[config.mk]
export PLATFORM = sky130hd
export DESIGN_NAME = sdc_coord_gen
export DESIGN_NICKNAME = d
export VERILOG_FILES = /design/src/rtl/sdc_pkg.sv /design/src/rtl/sdc_cfg_regs.sv /design/src/rtl/sdc_anchor.sv /design/src/rtl/sdc_fanout.sv /design/src/rtl/sdc_ovl_class.sv /design/src/rtl/sdc_coord_gen.sv
export SDC_FILE = /design/constraint.sdc
export NUM_CORES = 1
export LEC_CHECK = 0
export ABC_CLOCK_PERIOD_IN_PS = 14650
export BUFFER_PORTS_ARGS = -buffer_cell sky130_fd_sc_hd__buf_4
export CORE_AREA = 2 2 475 477
export DETAILED_ROUTE_END_ITERATION = 8
export DIE_AREA = 0 0 477 479
export GPL_ROUTABILITY_DRIVEN = 0
export GPL_TIMING_DRIVEN = 0
export PLACE_DENSITY = 0.3
export SYNTH_ARGS = -nofsm -noshare
export SYNTH_HDL_FRONTEND = slang
export SYNTH_SLANG_ARGS = --single-unit
[constraint.sdc]
create_clock -name clk -period 14.65 [get_ports clk]
set_input_delay 2.1975 -clock clk [delete_from_list [all_inputs] [get_ports clk]]
set_output_delay 2.1975 -clock clk [all_outputs]
set_load 0.01 [all_outputs]
[src/rtl/sdc_pkg.sv]
package sdc_pkg;
  localparam int CRD_W = 12;
  localparam int IDX_W = 3;
  localparam int STR_W = 2;
  localparam int KSZ_W = 3;

  typedef logic [CRD_W-1:0] crd_t;
  typedef logic [IDX_W-1:0] idx_t;

  typedef struct packed {
    crd_t h;
    crd_t w;
    crd_t d;
  } crd3_t;

  typedef enum int {AX_H = 0, AX_W = 1, AX_D = 2} axis_e;

  // corner index times stride plus kernel index, modulo 2^CRD_W
  function automatic crd_t mul_add(crd_t b, logic [STR_W-1:0] s, idx_t k);
    logic [CRD_W+STR_W-1:0] prod;
    prod = {{STR_W{1'b0}}, b} * {{CRD_W{1'b0}}, s};
    return prod[CRD_W-1:0] + {{(CRD_W-IDX_W){1'b0}}, k};
  endfunction
endpackage

[src/rtl/sdc_cfg_regs.sv]
module sdc_cfg_regs
  import sdc_pkg::*;
(
  input  logic             clk,
  input  logic             rst,
  input  logic             start,
  input  logic             cfg_3d,
  input  logic [STR_W-1:0] cfg_stride,
  input  logic [KSZ_W-1:0] cfg_ksize,
  input  crd3_t            base_in,
  output logic             mode3d_q,
  output logic [STR_W-1:0] stride_q,
  output logic [KSZ_W-1:0] ksize_q,
  output crd3_t            base_q
);
  always_ff @(posedge clk) begin
    if (rst) begin
      mode3d_q <= 1'b0;
      stride_q <= STR_W'(1);
      ksize_q  <= KSZ_W'(1);
      base_q   <= '0;
    end else if (start) begin
      mode3d_q <= cfg_3d;
      stride_q <= cfg_stride;
      ksize_q  <= cfg_ksize;
      base_q   <= base_in;
    end
  end
endmodule

[src/rtl/sdc_anchor.sv]
module sdc_anchor
  import sdc_pkg::*;
(
  input  crd3_t            base,
  input  logic [STR_W-1:0] stride,
  input  logic             mode3d,
  input  idx_t             kh,
  input  idx_t             kw,
  input  idx_t             kd,
  output crd3_t            anchor
);
  always_comb begin
    anchor.h = mul_add(base.h, stride, kh);
    anchor.w = mul_add(base.w, stride, kw);
    anchor.d = mode3d ? mul_add(base.d, stride, kd) : '0;
  end
endmodule

[src/rtl/sdc_fanout.sv]
module sdc_fanout
  import sdc_pkg::*;
#(
  parameter int ROWS   = 4,
  parameter int COLS   = 4,
  parameter int PLANES = 2,
  localparam int NPE   = ROWS * COLS * PLANES
) (
  input  crd3_t                anchor,
  input  logic [STR_W-1:0]     stride,
  input  logic                 mode3d,
  output logic [NPE*CRD_W-1:0] h_all,
  output logic [NPE*CRD_W-1:0] w_all,
  output logic [NPE*CRD_W-1:0] d_all
);
  crd_t step;
  crd_t row_c [ROWS];
  crd_t col_c [COLS];
  crd_t pl_c  [PLANES];

  assign step     = {{(CRD_W-STR_W){1'b0}}, stride};
  assign row_c[0] = anchor.h;
  assign col_c[0] = anchor.w;
  assign pl_c[0]  = anchor.d;

  for (genvar gr = 1; gr < ROWS; gr++) begin : g_row
    assign row_c[gr] = row_c[gr-1] + step;
  end
  for (genvar gc = 1; gc < COLS; gc++) begin : g_col
    assign col_c[gc] = col_c[gc-1] + step;
  end
  for (genvar gz = 1; gz < PLANES; gz++) begin : g_pl
    assign pl_c[gz] = mode3d ? (pl_c[gz-1] + step) : '0;
  end

  for (genvar z = 0; z < PLANES; z++) begin : g_z
    for (genvar r = 0; r < ROWS; r++) begin : g_r
      for (genvar c = 0; c < COLS; c++) begin : g_c
        localparam int P = (z * ROWS + r) * COLS + c;
        assign h_all[P*CRD_W +: CRD_W] = row_c[r];
        assign w_all[P*CRD_W +: CRD_W] = col_c[c];
        assign d_all[P*CRD_W +: CRD_W] = pl_c[z];
      end
    end
  end
endmodule

[src/rtl/sdc_ovl_class.sv]
module sdc_ovl_class
  import sdc_pkg::*;
(
  input  idx_t             kh,
  input  idx_t             kw,
  input  idx_t             kd,
  input  logic [STR_W-1:0] stride,
  input  logic [KSZ_W-1:0] ksize,
  input  logic             mode3d,
  output logic [2:0]       ovl
);
  logic [IDX_W-1:0] s_ext;
  logic [KSZ_W-1:0] s_k;
  logic             band;

  assign s_ext = {{(IDX_W-STR_W){1'b0}}, stride};
  assign s_k   = {{(KSZ_W-STR_W){1'b0}}, stride};
  assign band  = s_k < ksize;

  always_comb begin
    ovl        = '0;
    ovl[AX_H]  = band && (kh >= s_ext);
    ovl[AX_W]  = band && (kw >= s_ext);
    ovl[AX_D]  = band && mode3d && (kd >= s_ext);
  end
endmodule

[src/rtl/sdc_coord_gen.sv]
module sdc_coord_gen
  import sdc_pkg::*;
#(
  parameter int ROWS   = 4,
  parameter int COLS   = 4,
  parameter int PLANES = 2,
  localparam int NPE   = ROWS * COLS * PLANES
) (
  input  logic                 clk,
  input  logic                 rst,
  input  logic                 start,
  input  logic                 cfg_3d,
  input  logic [STR_W-1:0]     cfg_stride,
  input  logic [KSZ_W-1:0]     cfg_ksize,
  input  logic [CRD_W-1:0]     base_h,
  input  logic [CRD_W-1:0]     base_w,
  input  logic [CRD_W-1:0]     base_d,
  input  logic                 w_valid,
  output logic                 w_ready,
  input  logic [IDX_W-1:0]     w_kh,
  input  logic [IDX_W-1:0]     w_kw,
  input  logic [IDX_W-1:0]     w_kd,
  output logic                 out_valid,
  input  logic                 out_ready,
  output logic [NPE*CRD_W-1:0] out_h,
  output logic [NPE*CRD_W-1:0] out_w,
  output logic [NPE*CRD_W-1:0] out_d,
  output logic [2:0]           out_ovl
);
  logic             mode3d_q;
  logic [STR_W-1:0] stride_q;
  logic [KSZ_W-1:0] ksize_q;
  crd3_t            base_q;
  crd3_t            base_in;
  crd3_t            anchor;
  logic [NPE*CRD_W-1:0] h_n, w_n, d_n;
  logic [2:0]       ovl_n;
  logic             fire;

  assign base_in = '{h: base_h, w: base_w, d: base_d};

  sdc_cfg_regs u_cfg (
    .clk(clk), .rst(rst), .start(start), .cfg_3d(cfg_3d),
    .cfg_stride(cfg_stride), .cfg_ksize(cfg_ksize), .base_in(base_in),
    .mode3d_q(mode3d_q), .stride_q(stride_q), .ksize_q(ksize_q),
    .base_q(base_q)
  );

  sdc_anchor u_anchor (
    .base(base_q), .stride(stride_q), .mode3d(mode3d_q),
    .kh(w_kh), .kw(w_kw), .kd(w_kd), .anchor(anchor)
  );

  sdc_fanout #(.ROWS(ROWS), .COLS(COLS), .PLANES(PLANES)) u_fan (
    .anchor(anchor), .stride(stride_q), .mode3d(mode3d_q),
    .h_all(h_n), .w_all(w_n), .d_all(d_n)
  );

  sdc_ovl_class u_ovl (
    .kh(w_kh), .kw(w_kw), .kd(w_kd), .stride(stride_q),
    .ksize(ksize_q), .mode3d(mode3d_q), .ovl(ovl_n)
  );

  assign w_ready = !start && (!out_valid || out_ready);
  assign fire    = w_valid && w_ready;

  always_ff @(posedge clk) begin
    if (rst) begin
      out_valid <= 1'b0;
      out_h     <= '0;
      out_w     <= '0;
      out_d     <= '0;
      out_ovl   <= '0;
    end else if (fire) begin
      out_valid <= 1'b1;
      out_h     <= h_n;
      out_w     <= w_n;
      out_d     <= d_n;
      out_ovl   <= ovl_n;
    end else if (out_ready) begin
      out_valid <= 1'b0;
    end
  end
endmodule

-- Word-level counts from Yosys, hierarchy flattened
Cells that the tools add are included.
- output and inout port bits: 1157
- bits of input ports: 56
- register bits after elaboration: 1198
- logic and storage cells: 42
- add/subtract/negate cells: 10
- multipliers: 3
- reductions and logical operators: 10
- muxes and demuxes: 4
- order comparisons: 4
- operators by type and width (kind ; count):
    $add 12x2->12 ; 7
    $add 12x3->12 ; 3
    $mul 12x2->12 ; 3
    $mux 12 ; 2
    $ge 3x2->1 ; 3
    $logic_and 1x1->1 ; 6
    $lt 2x3->1 ; 1
    $logic_not 1->1 ; 2
    $mux 1 ; 2
    $reduce_bool 2->1 ; 1
    $logic_or 1x1->1 ; 1

-- Longest topological paths before layout
- depth after elaboration: 5
- mapped depth: 19
- gate-level depth less buffers: 17

-- Modules after synthesis
From an unflattened synthesis, not the netlist that was laid out.
- cell total of the unflattened synthesis: 6826
- area, all modules: 65690.5 µm²
- by module, submodules not included (module ; area each (µm²) ; cells each ; times used ; seq. area each (µm²)):
    sdc_coord_gen ; 51632.0 ; 5011 ; 1 ; 23142.2
    sdc_fanout ; 10028.4 ; 1346 ; 1 ; 0.0
    sdc_anchor ; 2304.7 ; 306 ; 1 ; 0.0
    sdc_cfg_regs ; 1536.5 ; 136 ; 1 ; 840.8
    sdc_ovl_class ; 188.9 ; 27 ; 1 ; 0.0

-- Least setup slack after synthesis
No wires, ideal clock.
- path type: input-to-reg
- from: input port w_kw[1]
- to: register out_w[382]
- data arrival time: 5939 ps
- setup slack: 8591 ps
- buffers on the path: 0
- data required time: 14530 ps
- setup time: 120 ps
- cell stages on the path: 16
- cell sequence: fa_1 ha_1 inv_1 fa_1 inv_1 ha_1 a21oi_1 nor2_1 maj3_1 a21o_1 a221oi_4 nand4b_4 o31ai_2 a21boi_2 and4_1 o31a_1
- RTL lines (what ; RTL line ; source):
    start: declaration ; sdc_coord_gen.sv:21 ; input logic [IDX_W-1:0] w_kw,
    end signal: assignment ; sdc_coord_gen.sv:77 ; out_w <= w_n;
    end: declaration ; sdc_coord_gen.sv:26 ; output logic [NPE*CRD_W-1:0] out_w,

==> flow_metrics.env <==
export IMPL_status="completed"
export IMPL_muxShareOfSynthArea_pct=2.25
export IMPL_grt_max_degree=20
export IMPL_gr_total_overflow=0
export IMPL_crit_fanout=19
export IMPL_drc=0
export IMPL_setup_violations=0
export IMPL_peakVddDrop_mv=0.0926
export IMPL_rsz0062_at_grt="no"
export IMPL_power_frac_clock_pct=24.5
export IMPL_maxCapViolations=0
export IMPL_nets=3598
export IMPL_cp_data_arrival_time_ns=6.85
export IMPL_pwr_share_seq_pct=31.5
export IMPL_p_per_area_nw_per_um2=60.6
export IMPL_clock_path_buffers=2
export IMPL_cts_num_sinks=164
export IMPL_ctsHoldBuffers=0
export IMPL_maxSlewHeadroom_pct=10.3
export IMPL_synthAdderAreaFrac_pct=7.21
export IMPL_grt_pass1_vias=16213
export IMPL_dpl_cell_area_um2=30600
export IMPL_finalNonFillerCells=6463
export IMPL_initial_utilization_pct=7.94
export IMPL_required_ns=15.01
export IMPL_synth_fp_nets=2369
export IMPL_ys_warn_count=0
export IMPL_fmax_mhz=154
export IMPL_ys_ff_latch=164
export IMPL_synth_compound_area_share_pct=8.15
export IMPL_hp_class="flip-flop to flip-flop"
export IMPL_power_uw=1890
export IMPL_async_flop_share_pct=0
export IMPL_synthFlopType="dfxtp_1"
export IMPL_synth_simple_area_share_pct=13.2
export IMPL_end_kind="flip-flop"
export IMPL_grt_total_usage_pct=9.93
export IMPL_io_buffers=1210
export IMPL_post_cts_buffers=0
export IMPL_clkSlewWorstSetupHoldPaths_ns=0.08
export IMPL_pwr_share_comb_pct=44.0
export IMPL_clkLatencyLatePin_ns=0.50
export IMPL_tritoncts="built"
export IMPL_die_area_um2=228000
export IMPL_dr_pass1_iters=4
export IMPL_stdcell_area_um2=31200
export IMPL_drtIter0Drc=579
export IMPL_drv_slew=0
export IMPL_hold_ws_ns=0.502
export IMPL_tightest_slew_ns=1.34
export IMPL_seq_area_frac_synth_pct=18.5
export IMPL_wl_per_cell_um=18.4
export IMPL_num_vias=17181
export IMPL_leakagePower_uw=0.0165
export IMPL_crit_type="flip-flop to flip-flop"
export IMPL_drive_gt1_share_pct=66.8
export IMPL_hpwl_um=103000
export IMPL_grt_antenna_before_repair=46
export IMPL_p_switching_uw=737
export IMPL_clock_skew_ns=0.0113
export IMPL_wl_um=119000
export IMPL_via_per_inst=2.66
export IMPL_synth_top_family_by_area="buffers and inverters"
export IMPL_synth_distinct_cells=82
export IMPL_rows=174
export IMPL_synth_edf_count=0
export IMPL_ant_nets=0
export IMPL_hold_viol_final=0
export IMPL_cts_root_buf="clkbuf_16"
export IMPL_syn_avg_cell_area_um2=8.00
export IMPL_tns_ns=0
export IMPL_grt_pass1_wl_um=153000
export IMPL_cp_start_kind="flip-flop"
export IMPL_synth_xor_area_share_pct=4.69
export IMPL_period_share_pct=44.3
export IMPL_synthToLayoutAreaGrowth_pct=75.5
export IMPL_cts_resized=0
export IMPL_placedCellCount=6423
export IMPL_p_int_uw=1150
export IMPL_cts_inserted_buffers=17
export IMPL_h_tree_depth=4
export IMPL_min_period_ns=6.49
export IMPL_dieHeight_um=479
export IMPL_swShare_pct=39.0
export IMPL_num_io_pins=1213
export IMPL_die_w_um=477
export IMPL_core_area_um2=224000
export IMPL_synth_area_um2=17800
export IMPL_syn_inst=2221
## cell families (layout without fill, tap and decap cells)
kind of cell	Yosys count	in the layout
buf+inv	1139	2381
simple gates	492	492
compound gates	207	207
flops	164	164
fa+ha+maj	93	93
xor+xnor	86	86
mux	40	40
other cells	0	8
## synthesized netlist by cell type (3+ instances only)
cell	count	area (um2)
buf_4	1035	7770
dfxtp_1	164	3280
nor2_1	164	616
nand2_1	136	510
a21oi_1	79	395
ha_1	76	951
and2_1	63	394
clkbuf_1	58	218
a211oi_1	52	390
xnor2_1	44	385
inv_1	40	150
mux2i_1	40	400
xor2_1	36	315
nand3_1	29	145
nor3_1	25	125
fa_1	16	320
a21o_1	12	90.1
nand2b_1	10	62.6
o21ai_0	10	50.1
nand3b_1	9	67.6
nand4_1	9	56.3
or3_1	7	43.8
nor2b_1	6	37.5
a211o_1	5	43.8
o211ai_1	5	37.5
or2_2	5	31.3
a31oi_1	4	25.0
nor3b_1	4	30.0
a31o_2	3	26.3
and3_1	3	18.8
buf_1	3	11.3
o2111ai_1	3	26.3
o21a_1	3	22.5
## worst paths after layout
path,start,endpoint,slack [ns],cells after the start
worst max-delay path,u_cfg.stride_q[1]$_SDFFE_PP0P_,out_h[381]$_SDFFE_PP0P_,8.16,18
worst min-delay path,u_cfg.ksize_q[1]$_SDFFE_PP0P_,u_cfg.ksize_q[1]$_SDFFE_PP0P_,0.50,2
worst max register to register,u_cfg.stride_q[1]$_SDFFE_PP0P_,out_h[381]$_SDFFE_PP0P_,8.16,18
worst min register to register,u_cfg.ksize_q[1]$_SDFFE_PP0P_,u_cfg.ksize_q[1]$_SDFFE_PP0P_,0.50,2
## metrics by stage
stage                     setup WS, ns  utilization (%)
after floorplan                   8.59                -
after global placement            7.64             13.7
after detailed placement          7.63             13.7
after CTS                         7.95             13.9
after global routing              7.69             13.9
final                             8.16             13.9
## power groups by stage
stage	logic [uW]	registers (uW)	clock network, uW
floorplan	457	531	0
global placement	856	616	0
detailed placement	848	619	0
CTS	851	608	484
global route	899	610	500
finish	831	595	464
## per-layer routing
layer / GRT usage (%) / share of wire, % / vias to the layer above
met1: 12.5 / 44 / 7691
li1: - / - / 8628
met4: 1.94 / 1.5 / 50
met2: 16.9 / 48 / 706
met3: 2.66 / 6.3 / 106
met5: 0 / 0.26 / -
## cell usage in the layout (no fill, tap or decap), drive strengths merged, types with 16 or more instances in the layout
cell type  instances
mux2i             40
nand3             31
nor2             165
xor2              39
xnor2             47
inv               48
and2              64
nor3              26
a211oi            53
ha                76
dfxtp            164
nand2            136
clkbuf            76
fa                16
buf             2251
a21oi             79
## layout make-up
cell class / instances / area (um2)
Buffer: 1099 / 8020
Sequential cell: 164 / 3280
Antenna cell: 8 / 20.0
Multi-Input combinational cell: 918 / 6300
Inverter: 40 / 150
Tap cell: 2992 / 3740
Fill cell: 25725 / 192000
Timing Repair Buffer: 1210 / 9080
Clock inverter: 14 / 135
Clock buffer: 18 / 429
## sequential cells by signal, summed over array words and instances, names as in the netlist
register        flops
out_d              24
out_h              47
out_ovl             3
out_valid           1
out_w              47
u_cfg.base_q       36
u_cfg.ksize_q       3
u_cfg.mode3d_q      1
u_cfg.stride_q      2
## worst max-delay path: stages, from the launching register on
cell and delay [ns]:
dfxtp_1 1.22, clkbuf_1 0.53, and2_1 0.24, fa_1 0.43
ha_1 0.42, inv_1 0.09, fa_1 0.66, inv_1 0.07
ha_1 0.28, a21oi_1 0.06, or2_2 0.30, a21oi_1 0.26
o21ai_0 0.15, xor2_1 0.26, or4b_1 0.63, nor2_1 0.18
nand2_1 0.09, xnor2_1 0.35, a211oi_1 0.12
Note: power is estimated with default switching activity, not from simulation.
